--- src/rtl/cmdring_pkg.sv ---
package cmdring_pkg;
   function automatic bit is_pow2(input int n);
      return (n >= 2) && ((n & (n - 1)) == 0);
   endfunction
endpackage

--- src/rtl/cmdring_tracker.sv ---
// Slot index with a polarity bit that inverts on each wrap to slot 0.
module cmdring_tracker #(
   parameter int DEPTH = 8,
   localparam int IDX_W = $clog2(DEPTH)
) (
   input  logic             clk,
   input  logic             rst_n,
   input  logic             step,
   output logic [IDX_W-1:0] idx,
   output logic             phase
);
   localparam logic [IDX_W-1:0] LAST = IDX_W'(DEPTH - 1);

   always_ff @(posedge clk) begin
      if (!rst_n) begin
         idx   <= '0;
         phase <= 1'b1;
      end else if (step) begin
         if (idx == LAST) begin
            idx   <= '0;
            phase <= ~phase;
         end else begin
            idx <= idx + IDX_W'(1);
         end
      end
   end
endmodule

--- src/rtl/cmdring_capture.sv ---
// Detects a fresh slot and holds it until the engine takes it.
module cmdring_capture #(
   parameter int SLOT_W   = 256,
   parameter int VBIT_POS = 7
) (
   input  logic              clk,
   input  logic              rst_n,
   input  logic [SLOT_W-1:0] slot,
   input  logic              exp_phase,
   input  logic              out_ready,
   output logic              out_valid,
   output logic [SLOT_W-1:0] out_data,
   output logic              take
);
   logic              hold_q;
   logic [SLOT_W-1:0] data_q;
   logic              fresh;

   assign fresh     = !hold_q && (slot[VBIT_POS] == exp_phase);
   assign take      = hold_q && out_ready;
   assign out_valid = hold_q;
   assign out_data  = data_q;

   always_ff @(posedge clk) begin
      if (!rst_n) begin
         hold_q <= 1'b0;
         data_q <= '0;
      end else if (take) begin
         hold_q <= 1'b0;
      end else if (fresh) begin
         hold_q <= 1'b1;
         data_q <= slot;
      end
   end
endmodule

--- src/rtl/vbit_cmd_consumer.sv ---
module vbit_cmd_consumer #(
   parameter int DEPTH      = 8,
   parameter int SLOT_BYTES = 32,
   parameter int VBIT_POS   = 7,
   localparam int IDX_W  = $clog2(DEPTH),
   localparam int SLOT_W = SLOT_BYTES * 8
) (
   input  logic              clk,
   input  logic              rst_n,
   output logic [IDX_W-1:0]  cmd_idx,
   input  logic [SLOT_W-1:0] cmd_slot,
   output logic              eng_valid,
   input  logic              eng_ready,
   output logic [SLOT_W-1:0] eng_cmd,
   input  logic              res_valid,
   input  logic [SLOT_W-1:0] res_data,
   output logic              rsp_we,
   output logic [IDX_W-1:0]  rsp_idx,
   output logic [SLOT_W-1:0] rsp_slot
);
   import cmdring_pkg::*;

   localparam logic [SLOT_W-1:0] VMASK = SLOT_W'(1) << VBIT_POS;

   if (!is_pow2(DEPTH)) begin : g_bad_depth
      $error("DEPTH must be a power of two of at least 2");
   end
   if (VBIT_POS < 0 || VBIT_POS >= SLOT_W) begin : g_bad_vbit
      $error("VBIT_POS must lie inside the slot");
   end
   if (SLOT_BYTES % 4 != 0) begin : g_bad_slot
      $error("SLOT_BYTES must be a whole number of 32-bit words");
   end

   logic cmd_phase;
   logic rsp_phase;
   logic cmd_take;

   cmdring_capture #(.SLOT_W(SLOT_W), .VBIT_POS(VBIT_POS)) u_cap (
      .clk       (clk),
      .rst_n     (rst_n),
      .slot      (cmd_slot),
      .exp_phase (cmd_phase),
      .out_ready (eng_ready),
      .out_valid (eng_valid),
      .out_data  (eng_cmd),
      .take      (cmd_take)
   );

   cmdring_tracker #(.DEPTH(DEPTH)) u_cmd_ptr (
      .clk   (clk),
      .rst_n (rst_n),
      .step  (cmd_take),
      .idx   (cmd_idx),
      .phase (cmd_phase)
   );

   cmdring_tracker #(.DEPTH(DEPTH)) u_rsp_ptr (
      .clk   (clk),
      .rst_n (rst_n),
      .step  (res_valid),
      .idx   (rsp_idx),
      .phase (rsp_phase)
   );

   assign rsp_we   = res_valid;
   assign rsp_slot = (res_data & ~VMASK) | (rsp_phase ? VMASK : '0);
endmodule


--- config.mk ---
export PLATFORM = sky130hd
export DESIGN_NAME = vbit_cmd_consumer
export DESIGN_NICKNAME = d
export VERILOG_FILES = /design/src/rtl/cmdring_pkg.sv /design/src/rtl/cmdring_tracker.sv /design/src/rtl/cmdring_capture.sv /design/src/rtl/vbit_cmd_consumer.sv
export SDC_FILE = /design/constraint.sdc
export NUM_CORES = 1
export LEC_CHECK = 0
export ABC_AREA = 1
export BUFFER_PORTS_ARGS = -buffer_cell sky130_fd_sc_hd__buf_2
export CAP_MARGIN = 10
export CORE_AREA = 2 2 403 405
export CTS_CLUSTER_SIZE = 28
export DETAILED_ROUTE_END_ITERATION = 7
export DIE_AREA = 0 0 405 407
export GPL_ROUTABILITY_DRIVEN = 0
export PLACE_DENSITY = 0.3
export SETUP_SLACK_MARGIN = 0.2
export SYNTH_ARGS = -nofsm -noshare
export SYNTH_HDL_FRONTEND = slang
export SYNTH_SLANG_ARGS = --single-unit
--- constraint.sdc ---
create_clock -name clk -period 1.1 [get_ports clk]
set_input_delay 0.165 -clock clk [delete_from_list [all_inputs] [get_ports clk]]
set_output_delay 0.165 -clock clk [all_outputs]
set_load 0.05 [all_outputs]
==> flow_summary.json, run 1 <==
{
  "outcome": "complete, but fails checks",
  "violations": "setup timing",
  "power.leakage_nw": 14.3,
  "wire_per_inst_um": 13.7,
  "ir_worst_vdd_mv": 0.900,
  "wirelength_mm": 72.2,
  "vias": 15166,
  "slowest_delay_ns": 0.36,
  "die-width_um": 405,
  "dpl-instance-area_um2": 19300,
  "numCtsBuffers": 42,
  "fp.dieH_um": 407,
  "max_slew.worst_pin.slew_ns": 0.488,
  "drt_pass1_iterations": 5,
  "syn_inst": 2471,
  "drive_gt1_frac": 0.347,
  "grt_setup_unrepaired": "yes",
  "finalSetupViolCount": 528,
  "yosysTopAreaCell": "dfxtp_1",
  "ys_seq_elements": 265,
  "core_um2": 160000,
  "crit_fanout": 7,
  "initial_utilization": 0.0950,
  "slew_viol_final": 0,
  "syn_area_um2": 15200,
  "power.total_w": 0.0365,
  "rows": 147,
  "dieArea_um2": 165000,
  "synth_area_per_cell_um2": 6.16,
  "antenna_found_initial": 4,
  "tritoncts": "done",
  "nets": 3597,
  "insertion_delay_ns": 0.60,
  "ant_nets": 0,
  "startpoint_type": "flip-flop",
  "vias_per_cell": 2.88,
  "grt_first_pass_wirelength_mm": 101,
  "layout_setup_ws_ns": -0.300,
  "period_share": 1.27,
  "grt_pass1_vias": 15376,
  "min-delay-path-class": "in -> reg",
  "drv_cap": 0,
  "ys_warn_count": 0,
  "drt_iter0_markers": 444,
  "hpwl_mm": 52.9,
  "crit_chain": "inv_4, nand2_4, nand2_8, buf_16, buf_12, buf_6, nand3_1, nand2_1, nor2_1",
  "numClockSinks": 265,
  "port_buffers": 524,
  "syn_to_final_growth_pct": 77.9,
  "cts_max_path_buffers": 3,
  "worstPathArrival_ns": 1.87,
  "ys_types": 17,
  "crit_path_top_delay_cell": "dfxtp_4",
  "finalCriticalPeriod_ns": 1.40,
  "place_inst": 4899,
  "ys_top_cells_by_area": "dfxtp_1 (35%), inv_1 (19%), nand2_1 (13%)",
  "cts-root-buf": "clkbuf_16",
  "critPathCaptureType": "flip-flop",
  "grt_max_degree": 41,
  "yosysSeqAreaShare": 0.348,
  "required_ns": 1.57,
  "pin_count": 1036,
  "hold_viol": 0,
  "htree_num_levels": 2,
  "fmax_ghz": 0.714,
  "fin_area_um2": 27100,
  "drc_errors": 0,
  "powerDensity_nw_per_um2": 1350,
  "clkTransAtPathRegs_ns": 0.05,
  "synth.net_count": 2991,
  "slew_headroom": 0.674,
  "final_cells": 5269,
  "yosysTopAreaCellShare": 0.348,
  "clock_skew_ns": 0.0375,
  "track_usage": 0.0835,
  "crit_type": "reg -> reg",
  "overflow": 0
}
final cells by class:
cell class | instances | area (µm²)
antenna | 3 | 7.51
clock buffer | 63 | 1240
clock inverter | 10 | 118
fill | 18406 | 133000
inverter | 774 | 2920
multi-input combinational | 1062 | 4720
sequential | 265 | 5680
tap | 2160 | 2700
timing repair buffer | 932 | 9700
logic make-up after synthesis:
family                   count (synthesis)  share of synthesized area
buffers and inverters                 1144                      0.365
adder cells (fa/ha/maj)                  4                    0.00329
AO/OA/AOI/OAI                            9                    0.00296
flip-flops                             265                      0.348
AND/OR/NAND/NOR                       1049                      0.281
synth_stat cells:
library cell and number:
a21oi_1 3, buf_1 15, buf_2 50, buf_4 258, buf_6 30, clkbuf_1 17, dfxtp_1 265, ha_1 4
inv_1 773, inv_2 1, nand2_1 520, nand3_1 260, nand3_2 1, nand3b_1 1, nor2_1 266, nor3_1 1
o21ai_0 6
where the power goes:
part / internal, W / switching [W] / total (W)
clock network: 0.00821 / 0.00549 / 0.0137
registers: 0.0106 / 0.000762 / 0.0114
logic: 0.00491 / 0.00645 / 0.0114
routing by layer:
metal,GRT usage,vias to the layer above,routed length [µm],share of wire
met5,0.00119,-,13,0.00018
li1,-,7839,-,-
met1,0.0964,6625,30200,0.42
met4,0.0383,2,3010,0.042
met3,0.0357,149,6820,0.094
met2,0.133,551,32200,0.45
what timing repair did:
| action | in CTS | in global routing |
|---|---|---|
| buffers inserted | 25 | 6 |
| endpoints found under the setup margin | 529 | 529 |
| gates resized for setup | 1093 | 65 |
| hold buffers | 255 | 0 |
| pin swaps | 10 | 15 |
| gates cloned | 3 | 5 |
| hold endpoints to repair | 258 | 0 |
state kept, by name (all words and copies together), names as in the netlist:
| register | count |
|---|---|
| u_rsp_ptr.idx | 3 |
| u_cmd_ptr.idx | 3 |
| u_cmd_ptr.phase | 1 |
| u_rsp_ptr.phase | 1 |
| u_cap.out_valid | 1 |
| u_cap.out_data | 256 |
final timing paths:
kind                                   from  slack [ns]  depth (start not counted)                                to
max            u_cmd_ptr.phase$_SDFFE_PN1P_       -0.30                          9   u_cap.out_data[36]$_SDFFE_PN0P_
min                           cmd_slot[238]       0.008                          5  u_cap.out_data[238]$_SDFFE_PN0P_
max reg2reg    u_cmd_ptr.phase$_SDFFE_PN1P_       -0.30                          9   u_cap.out_data[36]$_SDFFE_PN0P_
min reg2reg  u_cap.out_data[7]$_SDFFE_PN0P_        0.47                          2    u_cap.out_data[7]$_SDFFE_PN0P_
cells in the final DEF (no fill, tap or decap), types with 19 or more instances in the layout:
cell           instances
buf_12                42
buf_2                259
buf_4                 81
buf_6                 54
buf_8                226
clkbuf_16             48
dfxtp_2              244
dfxtp_4               19
dlygate4sd3_1        255
inv_1                768
nand2_1              493
nand2_2               23
nand3_1              229
nand3_2               28
nor2_1               260
critical path, delay by kind of cell, from the launching register on:
kind | cells | cell delay [ns]
flip-flops | 1 | 0.36
AND/OR/NAND/NOR | 5 | 0.36
buffers and inverters | 4 | 0.55
metrics by stage:
stage	setup TNS (ns)	setup WS [ns]	utilization	hold slack, ns
4_1_cts	-130.06	-0.322	0.166	0.00251
6_report	-97.13	-0.300	0.169	0.00819
3_3_place_gp	-72.55	-0.413	0.120	0.330
3_5_place_dp	-72.56	-0.427	0.120	0.330
5_1_grt	-141.17	-0.388	0.169	0.00157
2_1_floorplan	0	0.00899	-	0.313
No activity file was read; power rests on OpenSTA's default activity.
==> run 2, diff against run 1 <==
- GPL_TIMING_DRIVEN: not set -> 1
- SYNTH_HIERARCHICAL: not set -> 1
==> run 2 against run 1 <==
  * Critical endpoint is now u_cap/out_data[167]$_SDFFE_PN0P_
  * Synthesized area is essentially flat
  * Core utilization shrank 0.19 points
  * Clock skew shrank 0.015 ns
  * The run still ends with setup timing left
  * Clock-buffer cell count shrank 1
  * Largest power group unchanged
  * Final area shrank 1.2%
  * Non-clock buffer count shrank 4
  * Flip-flop and latch count is the same
==> flow_summary.json, run 2 <==
{
  "nFillCells": 18369,
  "yosysSeqAreaShare": 0.348,
  "layout_common_cells": "inv_1 (769), nand2_1 (509), nor2_1 (261), buf_2 (259), nand3_1 (259)",
  "syn_area_um2": 15200,
  "dieArea_um2": 165000,
  "tritoncts": "done",
  "grt_setup_unrepaired": "yes",
  "vias_per_cell": 2.88,
  "port_buffers": 524,
  "startpoint_type": "flip-flop",
  "syn_to_final_growth_pct": 75.8,
  "powerDensity_nw_per_um2": 1370,
  "ant_nets": 0,
  "core_um2": 160000,
  "synth.net_count": 2998,
  "grt_first_pass_wirelength_mm": 101,
  "place_inst": 4917,
  "synthTopCellsByCount": "inv_1 (772), nand2_1 (530), dfxtp_1 (265)",
  "fmax_ghz": 0.697,
  "drt_iter0_markers": 562,
  "pin_count": 1036,
  "largest_reg_flops": 256,
  "nets": 3600,
  "vias": 15209,
  "power.total_w": 0.0367,
  "min-delay-path-class": "in -> reg",
  "grt_pass1_vias": 15404,
  "slew_headroom": 0.743,
  "p_sw_frac": 0.345,
  "synth_area_per_cell_um2": 6.15,
  "clock_skew_ns": 0.0220,
  "fp.dieH_um": 407,
  "synth_ff_type": "dfxtp_1",
  "final_common_cell": "inv_1",
  "synth-async-reset-ratio": 0,
  "clkTransAtPathRegs_ns": 0.05,
  "numCtsBuffers": 41,
  "combinationalPowerShare": 0.305,
  "yosysTopAreaCell": "dfxtp_1",
  "yosysTopAreaCellShare": 0.348,
  "hpwl_mm": 54.1,
  "synth_most_common_cell": "inv_1",
  "ir_worst_vdd_mv": 0.877,
  "antenna_found_initial": 2,
  "ff2ff_setup_slack_ns": -0.33,
  "track_usage": 0.0837,
  "htree_num_levels": 2,
  "period_share": 1.30,
  "drv_cap": 0,
  "cts-root-buf": "clkbuf_16",
  "die-width_um": 405,
  "worstPathArrival_ns": 1.96,
  "synth-edff-count": 0,
  "wire_per_inst_um": 13.7,
  "syn_inst": 2478,
  "ys_top_cells_by_area": "dfxtp_1 (35%), inv_1 (19%), nand2_1 (13%)",
  "drc_errors": 0,
  "initial_utilization": 0.0951,
  "power.leakage_nw": 14.2,
  "p_clk_frac": 0.384,
  "drive_gt1_frac": 0.335,
  "finalSetupViolCount": 523,
  "outcome": "complete, but fails checks",
  "crit_type": "reg -> reg",
  "cts_max_path_buffers": 3,
  "ys_warn_count": 6,
  "crit_fanout": 9,
  "numClockSinks": 265,
  "overflow": 0,
  "drt_pass1_iterations": 5,
  "layout_setup_ws_ns": -0.335,
  "slew_viol_final": 0,
  "insertion_delay_ns": 0.59,
  "max_slew.worst_pin.slew_ns": 0.384,
  "critPathCaptureType": "flip-flop",
  "hold_viol": 0,
  "ys_seq_elements": 265,
  "wirelength_mm": 72.2,
  "finalCriticalPeriod_ns": 1.43,
  "p_sw_w": 0.0126,
  "grt_max_degree": 34,
  "required_ns": 1.62,
  "violations": "setup timing",
  "final_cells": 5274,
  "intPower_w": 0.0240,
  "rows": 147,
  "ys_types": 17,
  "p_seq_frac": 0.311
}
[run 2: per-stage QoR]
stage | setup TNS (ns) | hold slack [ns] | instance area, µm² | util | setup WS, ns
2_1_floorplan | 0 | 0.250 | 15500 | - | 0.00755
5_1_grt | -144.79 | 0.0468 | 26800 | 0.167 | -0.411
3_5_place_dp | -71.27 | 0.330 | 19300 | 0.120 | -0.369
6_report | -104.09 | 0.0462 | 26800 | 0.167 | -0.335
3_3_place_gp | -72.34 | 0.330 | 19300 | 0.120 | -0.367
4_1_cts | -136.43 | 0.00444 | 26600 | 0.166 | -0.363
[run 2: metal layers]
metal | wire (µm) | vias to the layer above | track usage
met3 | 6130 | 189 | 0.0316
met1 | 28600 | 6635 | 0.0921
met2 | 34200 | 530 | 0.141
met4 | 3280 | 2 | 0.0403
li1 | - | 7853 | -
met5 | 55 | - | 0.00446
[run 2: critical path, cell delays in order (launching register included)]
cell and delay, ns:
dfxtp_2 0.36, inv_2 0.06, buf_6 0.12, nand2_4 0.05, nand3_4 0.10, buf_12 0.18, bufbuf_16 0.30, nand2_1 0.05
inv_1 0.03, nor2_1 0.08
[run 2: cells by family (layout without fill, tap and decap cells)]
group | Yosys count | after routing | share of synthesized area
buffers and inverters | 1147 | 1779 | 0.364
DFF | 265 | 265 | 0.348
AOI/OAI and AO/OA | 6 | 6 | 0.00214
adders and majority gates | 4 | 4 | 0.00329
and+or+nand+nor | 1056 | 1057 | 0.282
other | 0 | 3 | 0
[run 2: layout make-up]
type	count	area (µm²)	share of cell area
well taps	2160	2700	0.101
inverters	777	2920	0.109
flip-flops and latches	265	5680	0.212
repair buffers	928	9520	0.356
multi-input cells	1067	4550	0.170
clock inverters	12	176	0.00659
diodes	3	7.51	0.000280
clock buffers	62	1220	0.0454
[run 2: power groups by stage]
| stage | clock [W] | sequential (W) | combinational, W |
|---|---|---|---|
| after CTS | 0.0149 | 0.0114 | 0.0113 |
| final | 0.0141 | 0.0114 | 0.0112 |
| after global placement | 0 | 0.0111 | 0.00866 |
| after detailed placement | 0 | 0.0111 | 0.00861 |
| after floorplan | 0 | 0.0140 | 0.00545 |
| after global routing | 0.0151 | 0.0115 | 0.0121 |
[run 2: final timing paths]
| kind | startpoint | depth (start not counted) | endpoint |
|---|---|---|---|
| worst max-delay path | u_cmd_ptr/phase$_SDFFE_PN1P_ | 9 | u_cap/out_data[167]$_SDFFE_PN0P_ |
| worst min-delay path | cmd_slot[240] | 5 | u_cap/out_data[240]$_SDFFE_PN0P_ |
| worst max register to register | u_cmd_ptr/phase$_SDFFE_PN1P_ | 9 | u_cap/out_data[167]$_SDFFE_PN0P_ |
| worst min register to register | u_cap/out_data[7]$_SDFFE_PN0P_ | 2 | u_cap/out_data[7]$_SDFFE_PN0P_ |
[run 2: what timing repair did]
action,CTS,global route
cloned,6,3
gates resized for setup,1086,18
setup buffers,16,2
pin swaps,11,3
setup endpoints to repair,528,529
hold endpoints to repair,254,0
hold buffers,253,0
